## config.mk

```make
export PLATFORM = sky130hd
export DESIGN_NAME = adc_seq_ctrl
export DESIGN_NICKNAME = d
export VERILOG_FILES = /design/src/rtl/adc_seq_pkg.sv /design/src/rtl/adc_seq_regs.sv /design/src/rtl/adc_seq_clkdiv.sv /design/src/rtl/adc_seq_fsm.sv /design/src/rtl/adc_seq_results.sv /design/src/rtl/adc_seq_ctrl.sv
export SDC_FILE = /design/constraint.sdc
export NUM_CORES = 1
export LEC_CHECK = 0
export CORE_ASPECT_RATIO = 1.4
export CORE_MARGIN = 2
export CORE_UTILIZATION = 63
export CTS_CLUSTER_DIAMETER = 40
export CTS_CLUSTER_SIZE = 14
export DETAILED_ROUTE_END_ITERATION = 10
export DONT_BUFFER_PORTS = 1
export HOLD_SLACK_MARGIN = 0.03
export PLACE_DENSITY = 0.79
export SYNTH_ARGS = -nofsm -noshare
export SYNTH_HDL_FRONTEND = slang
export SYNTH_HIERARCHICAL = 1
export SYNTH_SLANG_ARGS = --single-unit
```

## constraint.sdc

```tcl
create_clock -name clk -period 2.3 [get_ports clk]
set_clock_uncertainty 0.1 [all_clocks]
set_input_delay 0.46 -clock clk [delete_from_list [all_inputs] [get_ports clk]]
set_output_delay 0.46 -clock clk [all_outputs]
set_load 0.03 [all_outputs]
```

## src/rtl/adc_seq_pkg.sv

```systemverilog
package adc_seq_pkg;

   // operating mode codes held in control bits 4:3
   typedef enum logic [1:0] {
      MODE_ONCE       = 2'b00,
      MODE_LOOP       = 2'b01,
      MODE_PASS       = 2'b10,
      MODE_PASS_LOOP  = 2'b11
   } adc_mode_e;

   // sequencer states
   typedef enum logic [1:0] {
      SQ_IDLE = 2'd0,
      SQ_ARM  = 2'd1,
      SQ_WAIT = 2'd2
   } seq_state_e;

   localparam int unsigned CHAN_W    = 3;
   localparam int unsigned CHAN_LSB  = 0;
   localparam int unsigned MODE_LSB  = 3;
   localparam int unsigned RSVD_BIT  = 5;
   localparam int unsigned RUN_BIT   = 6;
   localparam int unsigned RATE_BIT  = 7;

   typedef struct packed {
      logic                rate;
      logic                run;
      adc_mode_e           mode;
      logic [CHAN_W-1:0]   chan;
   } adc_ctrl_t;

endpackage

```

## src/rtl/adc_seq_regs.sv

```systemverilog
module adc_seq_regs
   import adc_seq_pkg::*;
#(
   parameter int unsigned NUM_CH = 5
) (
   input  logic        clk,
   input  logic        rst_n,
   input  logic        wr_en,
   input  logic [7:0]  wr_data,
   input  logic        seq_active,
   input  logic        self_clear,
   output adc_ctrl_t   ctrl,
   output logic [7:0]  rd_data,
   output logic        halted
);

   localparam logic [CHAN_W-1:0] LAST_CH = CHAN_W'(NUM_CH - 1);

   logic chan_legal;
   logic unused_rsvd;

   assign halted      = !ctrl.run && !seq_active;
   // sweep modes ignore the channel field; the single-channel modes need a real one
   assign chan_legal  = wr_data[MODE_LSB+1] ||
                        (wr_data[CHAN_LSB +: CHAN_W] <= LAST_CH);
   assign unused_rsvd = wr_data[RSVD_BIT];

   always_ff @(posedge clk or negedge rst_n) begin
      if (!rst_n) begin
         ctrl <= '0;
      end else begin
         if (wr_en && halted) begin
            ctrl.chan <= wr_data[CHAN_LSB +: CHAN_W];
            ctrl.mode <= adc_mode_e'(wr_data[MODE_LSB +: 2]);
            ctrl.rate <= wr_data[RATE_BIT];
            ctrl.run  <= wr_data[RUN_BIT] && chan_legal;
         end else if (wr_en && !wr_data[RUN_BIT]) begin
            ctrl.run  <= 1'b0;
         end
         if (self_clear) begin
            ctrl.run <= 1'b0;
         end
      end
   end

   assign rd_data = {ctrl.rate, ctrl.run, 1'b0, ctrl.mode, ctrl.chan};

endmodule

```

## src/rtl/adc_seq_clkdiv.sv

```systemverilog
module adc_seq_clkdiv #(
   parameter int unsigned DIV_SLOW = 4,
   parameter int unsigned DIV_FAST = 2
) (
   input  logic clk,
   input  logic rst_n,
   input  logic fast,
   output logic tick
);

   localparam int unsigned DMAX = (DIV_SLOW > DIV_FAST) ? DIV_SLOW : DIV_FAST;
   localparam int unsigned CW   = (DMAX > 1) ? $clog2(DMAX) : 1;
   localparam logic [CW-1:0] LIM_SLOW = CW'(DIV_SLOW - 1);
   localparam logic [CW-1:0] LIM_FAST = CW'(DIV_FAST - 1);

   logic [CW-1:0] cnt;
   logic [CW-1:0] lim;

   assign lim  = fast ? LIM_FAST : LIM_SLOW;
   // >= keeps the period bounded right after a rate change
   assign tick = (cnt >= lim);

   always_ff @(posedge clk or negedge rst_n) begin
      if (!rst_n) begin
         cnt <= '0;
      end else if (tick) begin
         cnt <= '0;
      end else begin
         cnt <= cnt + 1'b1;
      end
   end

endmodule

```

## src/rtl/adc_seq_fsm.sv

```systemverilog
module adc_seq_fsm
   import adc_seq_pkg::*;
#(
   parameter int unsigned NUM_CH = 5
) (
   input  logic               clk,
   input  logic               rst_n,
   input  logic               run,
   input  adc_mode_e          mode,
   input  logic [CHAN_W-1:0]  chan,
   input  logic               tick,
   input  logic               core_done,
   output logic               core_start,
   output logic [CHAN_W-1:0]  core_chan,
   output logic               seq_active,
   output logic               self_clear,
   output logic               res_we,
   output logic [CHAN_W-1:0]  res_ch
);

   localparam logic [CHAN_W-1:0] LAST_CH = CHAN_W'(NUM_CH - 1);

   seq_state_e          state;
   logic [CHAN_W-1:0]   cur;
   logic                sweep;
   logic                looping;
   logic                final_conv;
   logic                done_here;

   assign sweep      = mode[1];
   assign looping    = mode[0];
   assign final_conv = !looping && (!sweep || (cur == LAST_CH));
   assign done_here  = (state == SQ_WAIT) && core_done;

   always_ff @(posedge clk or negedge rst_n) begin
      if (!rst_n) begin
         state <= SQ_IDLE;
         cur   <= '0;
      end else begin
         unique case (state)
            SQ_IDLE: begin
               if (run) begin
                  state <= SQ_ARM;
                  cur   <= sweep ? '0 : chan;
               end
            end
            SQ_ARM: begin
               if (!run) begin
                  state <= SQ_IDLE;
               end else if (tick) begin
                  state <= SQ_WAIT;
               end
            end
            SQ_WAIT: begin
               if (core_done) begin
                  state <= (!run || final_conv) ? SQ_IDLE : SQ_ARM;
                  if (sweep) begin
                     cur <= (cur == LAST_CH) ? '0 : cur + 1'b1;
                  end
               end
            end
            default: state <= SQ_IDLE;
         endcase
      end
   end

   assign core_start = (state == SQ_ARM) && tick && run;
   assign core_chan  = cur;
   assign seq_active = (state != SQ_IDLE);
   assign self_clear = done_here && run && final_conv;
   assign res_we     = done_here;
   assign res_ch     = cur;

endmodule

```

## src/rtl/adc_seq_results.sv

```systemverilog
module adc_seq_results
   import adc_seq_pkg::*;
#(
   parameter int unsigned NUM_CH = 5,
   parameter int unsigned RES_W  = 10
) (
   input  logic               clk,
   input  logic               rst_n,
   input  logic               we,
   input  logic [CHAN_W-1:0]  wch,
   input  logic [RES_W-1:0]   wdata,
   input  logic [CHAN_W-1:0]  rsel,
   output logic [RES_W-1:0]   rdata
);

   localparam logic [CHAN_W-1:0] LAST_CH = CHAN_W'(NUM_CH - 1);

   logic [NUM_CH*RES_W-1:0] flat;

   for (genvar i = 0; i < NUM_CH; i++) begin : g_slot
      logic [RES_W-1:0] q;
      always_ff @(posedge clk or negedge rst_n) begin
         if (!rst_n) begin
            q <= '0;
         end else if (we && (wch == CHAN_W'(i))) begin
            q <= wdata;
         end
      end
      assign flat[i*RES_W +: RES_W] = q;
   end

   always_comb begin
      rdata = '0;
      if (rsel <= LAST_CH) begin
         rdata = flat[rsel*RES_W +: RES_W];
      end
   end

endmodule

```

## src/rtl/adc_seq_ctrl.sv

```systemverilog
module adc_seq_ctrl
   import adc_seq_pkg::*;
#(
   parameter int unsigned NUM_CH   = 5,
   parameter int unsigned RES_W    = 10,
   parameter int unsigned DIV_SLOW = 4,
   parameter int unsigned DIV_FAST = 2
) (
   input  logic        clk,
   input  logic        rst_n,
   input  logic        wr_en,
   input  logic [7:0]  wr_data,
   output logic [7:0]  rd_data,
   output logic        busy,
   output logic        conv_clk_en,
   output logic        core_start,
   output logic [2:0]  core_chan,
   input  logic        core_done,
   input  logic [9:0]  core_result,
   input  logic [2:0]  res_sel,
   output logic [9:0]  res_data
);

   if (NUM_CH < 1 || NUM_CH > (1 << CHAN_W)) begin : g_bad_num_ch
      $error("adc_seq_ctrl: NUM_CH must lie in 1..8");
   end
   if (RES_W != 10) begin : g_bad_res_w
      $error("adc_seq_ctrl: RES_W must match the 10-bit result ports");
   end
   if (DIV_SLOW < 1 || DIV_FAST < 1) begin : g_bad_div
      $error("adc_seq_ctrl: clock dividers must be at least 1");
   end

   adc_ctrl_t          ctrl;
   logic               halted;
   logic               seq_active;
   logic               self_clear;
   logic               res_we;
   logic [CHAN_W-1:0]  res_ch;

   adc_seq_regs #(.NUM_CH(NUM_CH)) u_regs (
      .clk        (clk),
      .rst_n      (rst_n),
      .wr_en      (wr_en),
      .wr_data    (wr_data),
      .seq_active (seq_active),
      .self_clear (self_clear),
      .ctrl       (ctrl),
      .rd_data    (rd_data),
      .halted     (halted)
   );

   adc_seq_clkdiv #(.DIV_SLOW(DIV_SLOW), .DIV_FAST(DIV_FAST)) u_clkdiv (
      .clk   (clk),
      .rst_n (rst_n),
      .fast  (ctrl.rate),
      .tick  (conv_clk_en)
   );

   adc_seq_fsm #(.NUM_CH(NUM_CH)) u_fsm (
      .clk        (clk),
      .rst_n      (rst_n),
      .run        (ctrl.run),
      .mode       (ctrl.mode),
      .chan       (ctrl.chan),
      .tick       (conv_clk_en),
      .core_done  (core_done),
      .core_start (core_start),
      .core_chan  (core_chan),
      .seq_active (seq_active),
      .self_clear (self_clear),
      .res_we     (res_we),
      .res_ch     (res_ch)
   );

   adc_seq_results #(.NUM_CH(NUM_CH), .RES_W(RES_W)) u_results (
      .clk   (clk),
      .rst_n (rst_n),
      .we    (res_we),
      .wch   (res_ch),
      .wdata (core_result),
      .rsel  (res_sel),
      .rdata (res_data)
   );

   assign busy = !halted;

endmodule

```

Word-level counts from Yosys, hierarchy flattened
Cells that the tools add are included.
W data, S select, Z words.
{"block": "word_totals", "regBits": 64, "in_bits": 25, "out_inout_bits": 24, "word_cells": 78}
{"block": "classes", "n_addsub": 2, "multipliers": 1, "order_cmp": 3, "n_eq_ne": 10, "shifts": 1, "mux": 18, "reduce_logical": 31}
{"operator": "$shiftx A50 B8 Y10", "count": 1}
{"operator": "$logic_and A1 B1 Y1", "count": 15}
{"operator": "$mux W3", "count": 5}
{"operator": "$mux W2", "count": 6}
{"operator": "$mux W10", "count": 1}
{"operator": "$eq A3 B2 Y1 const B", "count": 2}
{"operator": "$le A3 B3 Y1 const B", "count": 2}
{"operator": "$logic_not A1 Y1", "count": 6}
{"operator": "$mul A3 B3 Y6 const B", "count": 1}
{"operator": "$ne A2 B2 Y1 const B", "count": 3}
{"operator": "$pmux W2 S3", "count": 1}
{"operator": "$pmux W3 S2", "count": 1}
{"operator": "$mux W1", "count": 4}
{"operator": "$reduce_and A4 Y1", "count": 1}
{"operator": "$reduce_bool A2 Y1", "count": 2}
{"operator": "$add A3 B1 Y3 const B", "count": 1}
{"operator": "$eq A3 B1 Y1 const B", "count": 1}
{"operator": "$eq A3 B3 Y1 const B", "count": 1}
{"operator": "$logic_not A3 Y1", "count": 1}
{"operator": "$logic_or A1 B1 Y1", "count": 3}
{"operator": "$ne A3 B2 Y1 const B", "count": 1}
{"operator": "$reduce_and A3 Y1", "count": 1}
{"operator": "$reduce_bool A3 Y1", "count": 1}
{"operator": "$add A2 B1 Y2 const B", "count": 1}
{"operator": "4 further kinds", "count": 4}

Longest topological paths before layout
{"block": "depth", "ltp_word": 7, "ltp_mapped": 6, "mapped_depth_nobuf": 6}

Modules after synthesis
Netlist, hierarchy kept.
{"module": "adc_seq_results", "n_inst": 1, "cells_per_inst": 157, "area_each_um2": 2296.0, "seq_area_each_um2": 1251.2}
{"module": "adc_seq_regs", "n_inst": 1, "cells_per_inst": 31, "area_each_um2": 389.1, "seq_area_each_um2": 175.2}
{"module": "adc_seq_fsm", "n_inst": 1, "cells_per_inst": 41, "area_each_um2": 381.6, "seq_area_each_um2": 125.1}
{"module": "adc_seq_clkdiv", "n_inst": 1, "cells_per_inst": 7, "area_each_um2": 97.6, "seq_area_each_um2": 50.0}
{"module": "adc_seq_ctrl", "n_inst": 1, "cells_per_inst": 1, "area_each_um2": 3.8, "seq_area_each_um2": 0.0}

Worst setup path after synthesis
OpenSTA, ideal clock, no wires.
{"block": "synth_path", "path_type": "register to output", "from": "register u_clkdiv.cnt[1]", "to": "output core_start", "arrival_time_ps": 1461, "slack_ps": 279, "stages_incl_launch_ff": 5, "n_path_buf": 0, "path_cell_list": "dfrtp_1 > ha_1 > a21o_2 > nand2_1 > nor2_1"}
{"block": "synth_between", "elab_chain_cells": 3}
{"item": "from (decl)", "line": "adc_seq_clkdiv.sv:16", "text": "logic [CW-1:0] cnt;"}
{"item": "from (signal assigned)", "line": "adc_seq_clkdiv.sv:29", "text": "cnt <= cnt + 1'b1;"}
{"item": "$ge A2 B2 Y1", "line": "adc_seq_clkdiv.sv:21", "text": "assign tick = (cnt >= lim);"}
{"item": "via conv_clk_en", "line": "adc_seq_ctrl.sv:15", "text": "output logic conv_clk_en,"}
{"item": "$logic_and A1 B1 Y1 (2 in a row)", "line": "adc_seq_fsm.sv:67", "text": "assign core_start = (state == SQ_ARM) && tick && run;"}
{"item": "to (decl)", "line": "adc_seq_ctrl.sv:16", "text": "output logic core_start,"}
The timed path passes the listed nets, and every way through them passes these cells.

Worst setup path in the final report
Same ends and word-level chain as after synthesis.

==> results_dict.tcl <==
set metrics [dict create \
    ios 49 \
    cp-end-kind "primary output" \
    dp_slack_ps 272 \
    grt_usage 0.229 \
    yosys_warnings 6 \
    crit_arrival_ps 1640 \
    outcome "completed" \
    holdPathStages 1 \
    setup_tns_ps 0 \
    synth_edf_count 0 \
    critical_path.max_fanout 3 \
    holdWs_ps 151 \
    cellPowerDensity_nw_per_um2 1140 \
    h-tree-depth 3 \
    grt_pass1_wl_um 9360 \
    dp_hpwl_um 3760 \
    synth_ff_type "dfrtp_1" \
    core_area_um2 4840 \
    synth_area_leaders "dfrtp_1 51%, mux2_2 21%, mux2i_1 3.2%" \
    crit_required_ps 1740 \
    final_util 0.708 \
    synth_seq_area_share 0.506 \
    yosys.cell_count.top_type "dfrtp_1" \
    nNetsFinal 270 \
    hp-class "input pin to flip-flop" \
    yosys_register_bits 64 \
    cts_num_sinks 64 \
    async_flop_share 1.00 \
    diodes 0 \
    p_total_uw 3920 \
    syn-num-nets 265 \
    port-buffer-count 0 \
    cp-start-kind "flip-flop" \
    syn_to_final_growth_pct 8.25 \
    root_buffer "clkbuf_8" \
    finalCritPeriodShare 0.956 \
    place_congestion 0.714 \
    wl_per_cell_um 18.4 \
    path_class "flip-flop to primary output" \
    die_h_um 87.9 \
    hold_viol 0 \
    drv_cap 0 \
    synth_largest_area_cell "dfrtp_1" \
    worst_slack_ps 102 \
    ys_top_cells_by_count "64 x dfrtp_1, 60 x mux2_2, 16 x nor2_1, 13 x buf_4, 10 x mux2i_1" \
    ant_nets 0 \
    gr-total-overflow 0 \
    via_per_inst 5.94 \
    clockBufferDepth 2 \
    first_pass_iters 4 \
    yosysUniqueCellTypes 43 \
    vias 1842 \
    die_x_um 63.9 \
    die_area_um2 5620 \
    worst_pin_slew_ps 714 \
    totalWireLength_um 5700 \
    drt_iter0_markers 56 \
    max_freq_mhz 455 \
    period_minus_slack_ps 2200 \
    netlist_area_um2 3170 \
    initial_utilization 0.654 \
    synthCells 237 \
    ir_worst_vdd_mv 0.701 \
    rsz0062_at_grt "false" \
    drc 0 \
    antenna_found_initial 0 \
    cts_tree "done" \
    insertion_delay_ps 340 \
    drive_gt1_frac 0.439 \
    grt_pass1_vias 1950 \
    setup_viol 0 \
    synth.avg_cell_area_um2 13.4 \
    cts_setup_buffers 0 \
    cts_inserted_buffers 9 \
    p_leak_uw 0.00166 \
    clk_pin_slew_worst_paths_ps 60 \
    slew_viol_final 0 \
    ff2ff_path_depth 4 \
    max_slew_margin 0.522 \
    fp-row-count 30 \
    synth.top_cell.area_share 0.506 \
    grt_max_degree 65 \
]
## routing by layer
metal  GRT usage  routed length, um  vias up  part of all wire
li1            -                  -      857                 -
met1       0.259               2350      927              0.41
met5           0                  0        -                 0
met4       0.142                134        0             0.024
met2       0.390               2920       48              0.51
met3      0.0527                286       10             0.050
## worst max-delay path, stage by stage (launching register included)
cell	delay, ps
dfrtp_1	430
ha_4	300
a21o_4	170
nand2_1	90
nor2_2	150
buf_4	170
## registers in the layout, indices dropped and copies added (netlist names)
signal	cells
u_results/g_slot.q	50
u_regs/ctrl	7
u_fsm/core_chan	3
u_clkdiv/cnt	2
u_fsm/state	2
## what timing repair did
action / in CTS / in global routing
hold buffers: 2 / 0
endpoints found under the setup margin: 1 / 1
hold endpoints to repair: 64 / 0
gates resized for setup: 1 / 2
## metrics by stage
step                std cells  instance area [um^2]
finish                    310                  3430
global route              310                  3430
CTS                       310                  3410
detailed placement        293                  3200
global placement          293                  3200
floorplan                 237                  3170
## where the power goes
| part | total, uW | internal [uW] | switching (uW) | leakage (uW) |
|---|---|---|---|---|
| sequential | 1850 | 1470 | 376 | 0.000855 |
| clock | 829 | 440 | 390 | 0.0000882 |
| combinational | 1250 | 633 | 612 | 0.000722 |
| total | 3920 | 2550 | 1380 | 0.00166 |
## final cells by class
class,instances,area [um^2]
tap,64,80.1
inverter,7,26.3
clock inverter,3,17.5
multi-input combinational,147,1430
clock buffer,12,155
sequential,64,1600
timing repair buffer,13,120
fill,329,1410
## cell usage in the layout, fill, tap and decap left out, types with 4 or more instances in the layout
cell type,Yosys,routed
a21oi_1,4,4
inv_1,7,7
nand2_1,5,5
clkbuf_8,0,11
a221o_1,9,9
mux2_4,6,6
mux2i_1,10,10
nor2_1,16,15
dfrtp_1,64,64
buf_4,13,11
mux2_2,60,60
## kinds of logic after synthesis
logic type | after synthesis | synth area share
buffers and inverters | 26 | 0.0521
other | 1 | 0.00118
adder cells (fa/ha/maj) | 3 | 0.0118
AND/OR/NAND/NOR | 42 | 0.0881
multiplexers | 76 | 0.273
flip-flops | 64 | 0.506
AO/OA/AOI/OAI | 25 | 0.0679
## worst paths after layout
path / start / end / slack [ps]
worst min register to register: u_clkdiv/cnt[0]$_DFF_PN0_ / u_clkdiv/cnt[0]$_DFF_PN0_ / 380
max in group asynchronous: rst_n / u_results/g_slot[1].q[3]$_DFFE_PN0P_ / 1270
worst max-delay path: u_clkdiv/cnt[1]$_DFF_PN0_ / core_start / 100
min in group asynchronous: rst_n / u_results/g_slot[1].q[8]$_DFFE_PN0P_ / 570
worst max register to register: u_fsm/state[1]$_DFFE_PN0P_ / u_results/g_slot[1].q[3]$_DFFE_PN0P_ / 280
worst min-delay path: wr_en / u_regs/ctrl[5]$_DFFE_PN0P_ / 150
No activity file was read; power rests on OpenSTA's default activity.
